==> src/rtl/step_cond_pkg.sv <==
`timescale 1ns/1ps
package step_cond_pkg;

    localparam int DECODE_W    = 32;
    localparam int GRP_MAX     = 4;
    localparam int TMR_LVL_BIT = 16;
    localparam int TMR_ACT_BIT = 17;
    localparam int CNT_LVL_BIT = 20;
    localparam int CNT_ACT_BIT = 21;
    localparam int INV_BIT     = 24;

    // Control pair for one source of the product term
    typedef struct packed {
        logic active;
        logic level;
    } src_ctl_t;

    function automatic src_ctl_t grp_and_ctl(logic [DECODE_W-1:0] w, int n);
        src_ctl_t c;
        c.active = w[4*n+1];
        c.level  = w[4*n];
        return c;
    endfunction

    function automatic src_ctl_t grp_or_ctl(logic [DECODE_W-1:0] w, int n);
        src_ctl_t c;
        c.active = w[4*n+3];
        c.level  = w[4*n+2];
        return c;
    endfunction

    function automatic src_ctl_t tmr_ctl(logic [DECODE_W-1:0] w);
        src_ctl_t c;
        c.active = w[TMR_ACT_BIT];
        c.level  = w[TMR_LVL_BIT];
        return c;
    endfunction

    function automatic src_ctl_t cnt_ctl(logic [DECODE_W-1:0] w);
        src_ctl_t c;
        c.active = w[CNT_ACT_BIT];
        c.level  = w[CNT_LVL_BIT];
        return c;
    endfunction

    // Bits of the decode word that carry meaning for a given group count
    function automatic logic [DECODE_W-1:0] used_mask(int ngrp);
        logic [DECODE_W-1:0] m;
        m = '0;
        for (int g = 0; g < ngrp; g++) m[4*g +: 4] = 4'hF;
        m[TMR_LVL_BIT] = 1'b1;
        m[TMR_ACT_BIT] = 1'b1;
        m[CNT_LVL_BIT] = 1'b1;
        m[CNT_ACT_BIT] = 1'b1;
        m[INV_BIT]     = 1'b1;
        return m;
    endfunction

endpackage

==> src/rtl/src_match.sv <==
`timescale 1ns/1ps
module src_match
    import step_cond_pkg::*;
(
    input  logic     val_i,
    input  src_ctl_t ctl_i,
    output logic     hit_o,
    output logic     used_o
);

    // An excluded source always passes; an included one must equal its level
    always_comb begin
        used_o = ctl_i.active;
        hit_o  = ctl_i.active ? (val_i == ctl_i.level) : 1'b1;
    end

endmodule

==> src/rtl/term_reduce.sv <==
`timescale 1ns/1ps
module term_reduce #(
    parameter int NUM_SRC = 10
) (
    input  logic [NUM_SRC-1:0] hit_i,
    input  logic [NUM_SRC-1:0] used_i,
    output logic               pre_o
);

    logic any_used;
    logic all_hit;

    always_comb begin
        any_used = |used_i;
        all_hit  = &hit_i;
        pre_o    = any_used && all_hit;
    end

    always_comb begin
        if (|(used_i & ~hit_i)) begin
            AST_MISMATCH_KILLS: assert (!pre_o);
        end
        if (used_i == '0) begin
            AST_EMPTY_IS_FALSE: assert (!pre_o);
        end
    end

endmodule

==> src/rtl/cond_out_stage.sv <==
`timescale 1ns/1ps
module cond_out_stage #(
    parameter bit REG_OUT = 1'b1
) (
    input  logic clk,
    input  logic rst,
    input  logic pre_i,
    input  logic inv_i,
    output logic cond_o
);

    logic flag_d;
    assign flag_d = pre_i ^ inv_i;

    generate
        if (REG_OUT) begin : g_reg
            logic flag_q;
            logic seen_rst_q;

            always_ff @(posedge clk) begin
                if (rst) flag_q <= 1'b0;
                else     flag_q <= flag_d;
            end
            assign cond_o = flag_q;

            always_ff @(posedge clk) begin
                if (rst) seen_rst_q <= 1'b1;
            end

            AST_RESET_CLEARS: assert property (@(posedge clk)
                rst |=> !cond_o);
            AST_ONE_CYCLE_LAG: assert property (@(posedge clk) disable iff (rst)
                (seen_rst_q && !$past(rst)) |-> (cond_o == $past(flag_d)));
        end else begin : g_comb
            assign cond_o = flag_d;
        end
    endgenerate

endmodule

==> src/rtl/step_cond_decode.sv <==
`timescale 1ns/1ps
module step_cond_decode
    import step_cond_pkg::*;
#(
    parameter int NUM_GRP = 4,
    parameter bit REG_OUT = 1'b1
) (
    input  logic                clk,
    input  logic                rst,
    input  logic [NUM_GRP-1:0]  grp_and_i,
    input  logic [NUM_GRP-1:0]  grp_or_i,
    input  logic                timer_hit_i,
    input  logic                count_hit_i,
    input  logic [DECODE_W-1:0] decode_word_i,
    output logic                cond_true_o
);

    localparam int NUM_SRC = 2 * NUM_GRP + 2;
    localparam int TMR_IDX = NUM_SRC - 2;
    localparam int CNT_IDX = NUM_SRC - 1;
    localparam logic [DECODE_W-1:0] USED_BITS = used_mask(NUM_GRP);

    src_ctl_t [NUM_SRC-1:0] ctl;
    logic     [NUM_SRC-1:0] val;
    logic     [NUM_SRC-1:0] hit;
    logic     [NUM_SRC-1:0] used;
    logic                   pre_true;
    logic                   unused_bits;

    assign unused_bits = ^(decode_word_i & ~USED_BITS);

    generate
        for (genvar g = 0; g < NUM_GRP; g++) begin : g_grp
            assign ctl[2*g]   = grp_and_ctl(decode_word_i, g);
            assign val[2*g]   = grp_and_i[g];
            assign ctl[2*g+1] = grp_or_ctl(decode_word_i, g);
            assign val[2*g+1] = grp_or_i[g];
        end
    endgenerate

    assign ctl[TMR_IDX] = tmr_ctl(decode_word_i);
    assign val[TMR_IDX] = timer_hit_i;
    assign ctl[CNT_IDX] = cnt_ctl(decode_word_i);
    assign val[CNT_IDX] = count_hit_i;

    generate
        for (genvar s = 0; s < NUM_SRC; s++) begin : g_src
            src_match u_match (
                .val_i  (val[s]),
                .ctl_i  (ctl[s]),
                .hit_o  (hit[s]),
                .used_o (used[s])
            );
        end
    endgenerate

    term_reduce #(.NUM_SRC(NUM_SRC)) u_reduce (
        .hit_i  (hit),
        .used_i (used),
        .pre_o  (pre_true)
    );

    cond_out_stage #(.REG_OUT(REG_OUT)) u_out (
        .clk    (clk),
        .rst    (rst),
        .pre_i  (pre_true),
        .inv_i  (decode_word_i[INV_BIT]),
        .cond_o (cond_true_o)
    );

endmodule

==> config.mk <==
export PLATFORM = sky130hd
export DESIGN_NAME = step_cond_decode
export DESIGN_NICKNAME = d
export VERILOG_FILES = /design/src/rtl/step_cond_pkg.sv /design/src/rtl/src_match.sv /design/src/rtl/term_reduce.sv /design/src/rtl/cond_out_stage.sv /design/src/rtl/step_cond_decode.sv
export SDC_FILE = /design/constraint.sdc
export NUM_CORES = 1
export LEC_CHECK = 0
export BUFFER_PORTS_ARGS = -buffer_cell sky130_fd_sc_hd__buf_2
export CORE_AREA = 2 2 39 41
export CTS_CLUSTER_DIAMETER = 200
export CTS_CLUSTER_SIZE = 16
export DETAILED_ROUTE_END_ITERATION = 16
export DIE_AREA = 0 0 41 43
export GPL_ROUTABILITY_DRIVEN = 0
export PLACE_DENSITY = 0.6
export SYNTH_ARGS = -nofsm -noshare
export SYNTH_HDL_FRONTEND = slang
export SYNTH_SLANG_ARGS = --single-unit
==> constraint.sdc <==
create_clock -name clk -period 1.6 [get_ports clk]
set_clock_uncertainty 0.05 [all_clocks]
set_input_delay 0.24 -clock clk [delete_from_list [all_inputs] [get_ports clk]]
set_output_delay 0.24 -clock clk [all_outputs]
set_load 0.01 [all_outputs]
==> results.md, run 1 <==
- Largest register FFs: 1
- CP Class: in2reg
- Clock power share: 0%
- DR vias/cell: 4.31
- Worst setup margin: -0.123 ns
- WL final: 710 microns
- # diodes: 0
- Worst path cell trace: buf_6 -> or4_4 -> nor4_4 -> a221oi_2 -> nand4_1 -> mux2_4
- Remaining DRCs: 0
- Max Cap Viol: 0
- Final period demand of the worst path: 1.72 ns
- Initial Util: 15.0%
- Syn avg cell area: 9.03 sq um
- Site Rows: 14
- Internal: 0.0000881 W
- Synthesized flop and latch total: 1
- Period utilisation layout: 108%
- Max-slew violations: 0
- Worst Tran Pin Value: 0.308 ns
- Worst Path Arrival: 1.55 ns
- Gr usage total: 8.19%
- Fin area: 444 sq um
- Cell Area, Synth: 208 sq um
- Area contributors post-synth: xor2_1 (42%), dfxtp_1 (9.6%), a221oi_1 (8.4%)
- Setup WS pre-CTS: -0.180 ns
- Number of global-route vias before repair: 307
- Setup violators final: 1
- Pwr/cell area: 286 mW/mm^2
- Synth top area share: 42.2%
- Wire per inst: 9.47 microns
- Final hold violation count: 0
- DRT antenna net count: 0
- Min-delay worst type: in2reg
- Final core utilization: 32.1%
- Area added between synthesis and finish: 114%
- Overall via count from detail_route: 323
- Synth warn: 0
- IO Port Bufs: 33
- Die area: 0.00176 sq mm
- Syn_nets: 67
- CP required: 1.43 ns
- Ratio of cells with drive above 1 in the final layout: 69.5%
- Area leader, netlist: xor2_1
- Startpoint types: input port
- CTS Hold Buffers Added: 0
- Mapped Cells: 23
- Top Family by Delay on Critical Path: simple AND/OR/NAND/NOR gates
- Die Wd: 41 microns
- Static leakage power: 0.235 nW
- Yosys cell types: 12
- Failing checks: setup timing
- Crit-path max cell delay: 0.53 ns
- Gr ovfl total: 0
- Antenna violations before repair: 0
- Gate power share: 78.0%
- 1st-iter DRT viols: 1
- Largest net degree at the start of global routing: 3
- Core box area: 0.00138 sq mm
- First-pass iteration count of the detailed router: 2
- Sw Ratio: 30.7%
- Maximum vdd ir drop: 0.0000751 V
- CP max stage cell: or4_4
- Worst-path fanout max: 2
- Final nets: 105
- Status: finished, violations left
- Placed cell area: 415 sq um
- Crit end category: flop
- Bufs and invs on worst path: 1
- IO Pins: 45
- Die height: 43 microns
- Rel. slew slack: 79.5%
- F_max: 0.580 GHz
- First-pass GRT wire length: 1070 microns
- Worst hold slack: 0.546 ns
- Sequential share of the synthesized area: 9.64%
- Clk pin slew, worst setup/hold paths: 0 ns
- Psw: 0.0000390 W
- Total power: 0.000127 W
- RSZ-0062 raised after global routing: true
- Reg power frac: 22.0%
- Post-detail-place hpwl: 661 microns
==> placed cells by master (no fill, tap or decap), types with 2 or more instances in the layout <==
master   Yosys  final
a22oi_1      2      2
buf_2        0     32
buf_4        0      3
or4_4        1      2
xor2_1      10     10
==> cell type report <==
cell class | instances | area [sq um]
sequential | 1 | 20.0
multi-input combinational | 22 | 210
fill | 161 | 940
tap | 16 | 20.0
timing repair buffer | 36 | 194
==> Yosys cell counts <==
master	number
or4_4	1
dfxtp_1	1
a22oi_1	2
mux2_1	1
nor2b_1	1
nand4_1	1
nor4_2	1
xor2_1	10
a221oi_1	2
a22o_1	1
or4_1	1
nor2_1	1
==> final timing paths <==
check	start	endpoint	slack, ns	cells past startpoint
worst min-delay path	rst	u_out.cond_o	0.55	3
worst max-delay path	decode_word_i[11]	u_out.cond_o	-0.12	6
==> layer usage <==
metal  vias to the layer above  track usage, %  wire (microns)
met5                         -               0               0
met4                         0               0               0
met3                         0           0.524             133
met2                        27            15.9             323
met1                       132            9.49             253
li1                        164               -               -
==> repair_timing <==
action / CTS / global route
resized for setup: 5 / 0
cloned: 0 / 0
setup endpoints to repair: 1 / 1
setup buffers: 0 / 0
pin swaps: 3 / 1
==> per-stage QoR <==
stage / std cells / TNS [ns]
2_1_floorplan: 23 / 0
3_3_place_gp: 75 / -0.155
3_5_place_dp: 75 / -0.180
4_1_cts: 75 / -0.141
5_1_grt: 75 / -0.195
6_report: 75 / -0.123
==> power groups by stage <==
stage | registers [W] | logic [W] | clock network, W
2_1_floorplan | 0.0000289 | 0.0000323 | 0
3_3_place_gp | 0.0000276 | 0.0000900 | 0
3_5_place_dp | 0.0000280 | 0.0000914 | 0
4_1_cts | 0.0000280 | 0.000100 | 0
5_1_grt | 0.0000281 | 0.000112 | 0
6_report | 0.0000279 | 0.0000992 | 0
==> cells by family (layout without fill, tap and decap cells) <==
group,count (synthesis),in the layout,share of synthesized area (%)
AO/OA/AOI/OAI,5,5,19.9
multiplexers,1,1,5.42
flip-flops,1,1,9.64
AND/OR/NAND/NOR,6,6,22.9
buffers and inverters,0,36,0
XOR/XNOR,10,10,42.2
(Power assumes the default switching activity.)
==> inputs of run 2 (changes only) <==
Settings changed: CELL_PAD_IN_SITES_DETAIL_PLACEMENT set to 1, CELL_PAD_IN_SITES_GLOBAL_PLACEMENT set to 1, CORE_AREA 2 2 39 41 to unset, CORE_ASPECT_RATIO set to 0.8, CORE_UTILIZATION set to 10, DIE_AREA 0 0 41 43 to unset, PLACE_DENSITY 0.6 to 0.68.
==> results.md, run 2 (synthesis results as in run 1) <==
- # diodes: 0
- Rel. slew slack: 81.8%
- Final nets: 107
- # fillers: 238
- Gr ovfl total: 0
- Overall via count from detail_route: 321
- Largest net degree at the start of global routing: 3
- Worst hold slack: 0.558 ns
- Worst setup margin: -0.136 ns
- Max Cap Viol: 0
- Top Family by Delay on Critical Path: simple AND/OR/NAND/NOR gates
- Hold Path End: u_out.cond_o
- First-pass iteration count of the detailed router: 1
- Crit-path max cell delay: 0.54 ns
- Most common cell after layout, fill and taps aside: buf_2
- Core box area: 0.00191 sq mm
- First-pass GRT wire length: 1180 microns
- Max-slew violations: 0
- IO Pins: 45
- Remaining DRCs: 0
- Failing checks: setup timing
- Largest register FFs: 1
- M1 WL: 279 microns
- Most frequent cells in the layout: buf_2 (31), xor2_1 (10), buf_4 (5)
- Number of global-route vias before repair: 311
- Setup violators final: 1
- Area added between synthesis and finish: 129%
- Die Wd: 53.0 microns
- Min-delay worst type: in2reg
- Clk pin slew, worst setup/hold paths: 0 ns
- DR top layer: met3
- Met3 WL: 23 microns
- Period utilisation layout: 108%
- Initial Util: 10.9%
- CP Class: in2reg
- RSZ-0062 raised after global routing: true
- Site Rows: 14
- DR vias/cell: 3.78
- Final period demand of the worst path: 1.74 ns
- Post-detail-place hpwl: 723 microns
- Status: finished, violations left
- WL final: 803 microns
- Bufs and invs on worst path: 1
- Pwr/cell area: 282 mW/mm^2
- F_max: 0.576 GHz
- Antenna violations before repair: 0
- Met2 Wirelength: 499 microns
- Die height: 42.8 microns
- Maximum vdd ir drop: 0.0000804 V
- Worst-path fanout max: 2
- Worst path cell trace: buf_6 -> or4_4 -> nor4_4 -> a221oi_2 -> nand4_1 -> mux2_4
- Worst Path Arrival: 1.56 ns
- Wire per inst: 9.45 microns
- HP Start: rst
- DRT antenna net count: 0
- CTS Hold Buffers Added: 0
- Final hold violation count: 0
- Ratio of cells with drive above 1 in the final layout: 70.5%
- Worst Tran Pin Value: 0.273 ns
- Fin Setup TNS: -0.136 ns
- WP depth: 6
- Startpoint types: input port
- IO Port Bufs: 33
- Hold depth: 3
- Die area: 0.00226 sq mm
- CP max stage cell: or4_4
- Crit end category: flop
- Gr usage total: 6.85%
- Static leakage power: 0.247 nW
- CP required: 1.43 ns
- 1st-iter DRT viols: 0
==> run 2: cell types whose count changed in the layout (fill, tap and decap cells not counted) <==
cell / previous run / this run
buf_2: 32 / 31
buf_4: 3 / 5
buf_6: 1 / 2
==> run 2: where the power goes <==
| part | total [W] | internal [W] | switching (W) |
|---|---|---|---|
| sequential | 0.0000277 | 0.0000273 | 0.000000303 |
| clock | 0 | 0 | 0 |
| combinational | 0.000106 | 0.0000653 | 0.0000412 |
| total | 0.000134 | 0.0000926 | 0.0000415 |
==> run 2: cell type report <==
cell class                 instances  area [sq um]  share of cell area (%)
multi-input combinational         22           210                    44.2
sequential                         1          20.0                    4.21
tap                               24          30.0                    6.32
timing repair buffer              38           215                    45.3
==> run 2: how the worst max path moves through the flow <==
stage                         endpoint               from  slack, ns
after floorplan           u_out.cond_o  decode_word_i[13]       0.02
after global placement    u_out.cond_o  decode_word_i[13]      -0.18
after detailed placement  u_out.cond_o  decode_word_i[13]      -0.18
after CTS                 u_out.cond_o  decode_word_i[11]      -0.16
after global routing      u_out.cond_o  decode_word_i[21]      -0.19
final                     u_out.cond_o  decode_word_i[21]      -0.14
==> run 2: what timing repair did <==
| item | CTS | global route |
|---|---|---|
| setup endpoints to repair | 1 | 1 |
| resized for setup | 5 | 1 |
| pin swaps | 3 | 3 |
| buffers inserted | 0 | 1 |
| hold endpoints to repair | 0 | 0 |
==> run 2: per-layer routing <==
layer	vias to the layer above	GRT usage [%]
li1	167	-
met2	8	16.5
met4	0	0
met5	-	0
met1	146	6.13
met3	0	0
==> run 2: per-stage QoR <==
step / area [sq um] / total power [W] / utilization (%) / setup WS (ns) / instances
global route: 475 / 0.000143 / 24.9 / -0.192 / 85
global placement: 433 / 0.000120 / 22.7 / -0.184 / 84
floorplan: 208 / 0.0000612 / - / 0.0231 / 23
CTS: 462 / 0.000131 / 24.2 / -0.156 / 84
finish: 475 / 0.000134 / 24.9 / -0.136 / 85
detailed placement: 433 / 0.000122 / 22.7 / -0.181 / 84
==> inputs of run 3 (changes only) <==
Settings changed: CELL_PAD_IN_SITES_DETAIL_PLACEMENT 1 to 0.
==> results.md, run 3 (synthesis results as in run 1) <==
- Crit-path max cell delay: 0.53 ns
- Clk pin slew, worst setup/hold paths: 0 ns
- HP Start: rst
- 1st-iter DRT viols: 0
- Startpoint types: input port
- Largest register FFs: 1
- Status: finished, violations left
- Die height: 42.8 microns
- Gr ovfl total: 0
- IO Port Bufs: 33
- Pwr/cell area: 280 mW/mm^2
- Top Family by Delay on Critical Path: simple AND/OR/NAND/NOR gates
- Worst-path fanout max: 2
- Largest net degree at the start of global routing: 3
- Fin Setup TNS: -0.131 ns
- Min-delay worst type: in2reg
- Register area: 20.0 sq um
- Maximum vdd ir drop: 0.0000893 V
- Antenna violations before repair: 0
- Setup WS pre-CTS: -0.184 ns
- Worst Tran Pin Value: 0.303 ns
- # fillers: 214
- Initial Util: 10.9%
- Post-CTS Setup Bufs: 0
- Remaining DRCs: 0
- Setup violators final: 1
- Bufs and invs on worst path: 1
- Static leakage power: 0.240 nW
- DRT antenna net count: 0
- DR vias/cell: 3.64
- Die area: 0.00226 sq mm
- Max-slew violations: 0
- Multi-input gate area in the final layout: 210 sq um
- CP Launch Point: decode_word_i[11]
- CTS Hold Buffers Added: 0
- First-pass GRT wire length: 1060 microns
- Final hold violation count: 0
- Rel. slew slack: 79.8%
- Post-detail-place hpwl: 642 microns
- F_max: 0.578 GHz
- CP Class: in2reg
- WL final: 687 microns
- Crit end category: flop
- Total power: 0.000129 W
- Worst path cell trace: buf_6 -> or4_4 -> nor4_4 -> a221oi_2 -> nand4_1 -> mux2_4
- IO Pins: 45
- Core box area: 0.00191 sq mm
- Period utilisation layout: 108%
- # diodes: 0
- Most common cell after layout, fill and taps aside: buf_2
- Most frequent cells in the layout: buf_2 (32), xor2_1 (10), buf_4 (4), or4_4 (2), a22oi_1 (2)
- Worst Path Arrival: 1.56 ns
- Overall via count from detail_route: 306
- Die Wd: 53.0 microns
- Gr usage total: 5.83%
- Wire per inst: 8.18 microns
- Site Rows: 14
- Failing checks: setup timing
- First-pass iteration count of the detailed router: 1
- Ratio of cells with drive above 1 in the final layout: 70.0%
- Max Cap Viol: 0
- CP max stage cell: or4_4
- RSZ-0062 raised after global routing: true
- CP required: 1.43 ns
- Number of global-route vias before repair: 306
- Final period demand of the worst path: 1.73 ns
- Worst setup margin: -0.131 ns
- Final nets: 106
- Area added between synthesis and finish: 122%
run 3: cell types whose count changed in the layout (fill, tap and decap cells not counted):
cell | previous run | this run
buf_2 | 31 | 32
buf_4 | 5 | 4
buf_6 | 2 | 1
run 3: tightest hold or removal path, delay by kind of cell:
family,cells,cell delay (ns)
buffers and inverters,1,0.10
and+or+nand+nor,1,0.08
muxes,1,0.14
run 3: where the power goes:
group / internal (W) / switching (W)
sequential: 0.0000273 / 0.000000280
combinational: 0.0000623 / 0.0000394
clock: 0 / 0
total: 0.0000896 / 0.0000397
run 3: final cells by class:
| class | instances | area share [%] |
|---|---|---|
| flip-flops and latches | 1 | 4.34 |
| well taps | 24 | 6.50 |
| repair buffers | 37 | 43.6 |
| multi-input cells | 22 | 45.5 |
run 3: worst paths after layout:
kind / to / slack, ns / depth (start not counted)
worst max-delay path: u_out.cond_o / -0.13 / 6
worst min-delay path: u_out.cond_o / 0.55 / 3
run 3: repair_timing:
action	in CTS	in global routing
resized for setup	3	2
pin swaps	3	1
endpoints found under the setup margin	1	1
run 3: per-stage QoR:
stage | utilization [%] | cells | cell area, sq um | hold WS (ns)
6_report | 24.2 | 84 | 462 | 0.549
5_1_grt | 24.2 | 84 | 462 | 0.598
4_1_cts | 23.4 | 84 | 447 | 0.553
3_5_place_dp | 22.7 | 84 | 433 | 0.528
3_3_place_gp | 22.7 | 84 | 433 | 0.504
2_1_floorplan | - | 23 | 208 | 0.388
run 3: metal layers:
layer	wire [microns]	part of all wire [%]	global-route usage (%)
met1	244	36	6.13
met2	413	60	12.9
met3	29	4.2	0
met4	0	0	0
met5	0	0	0
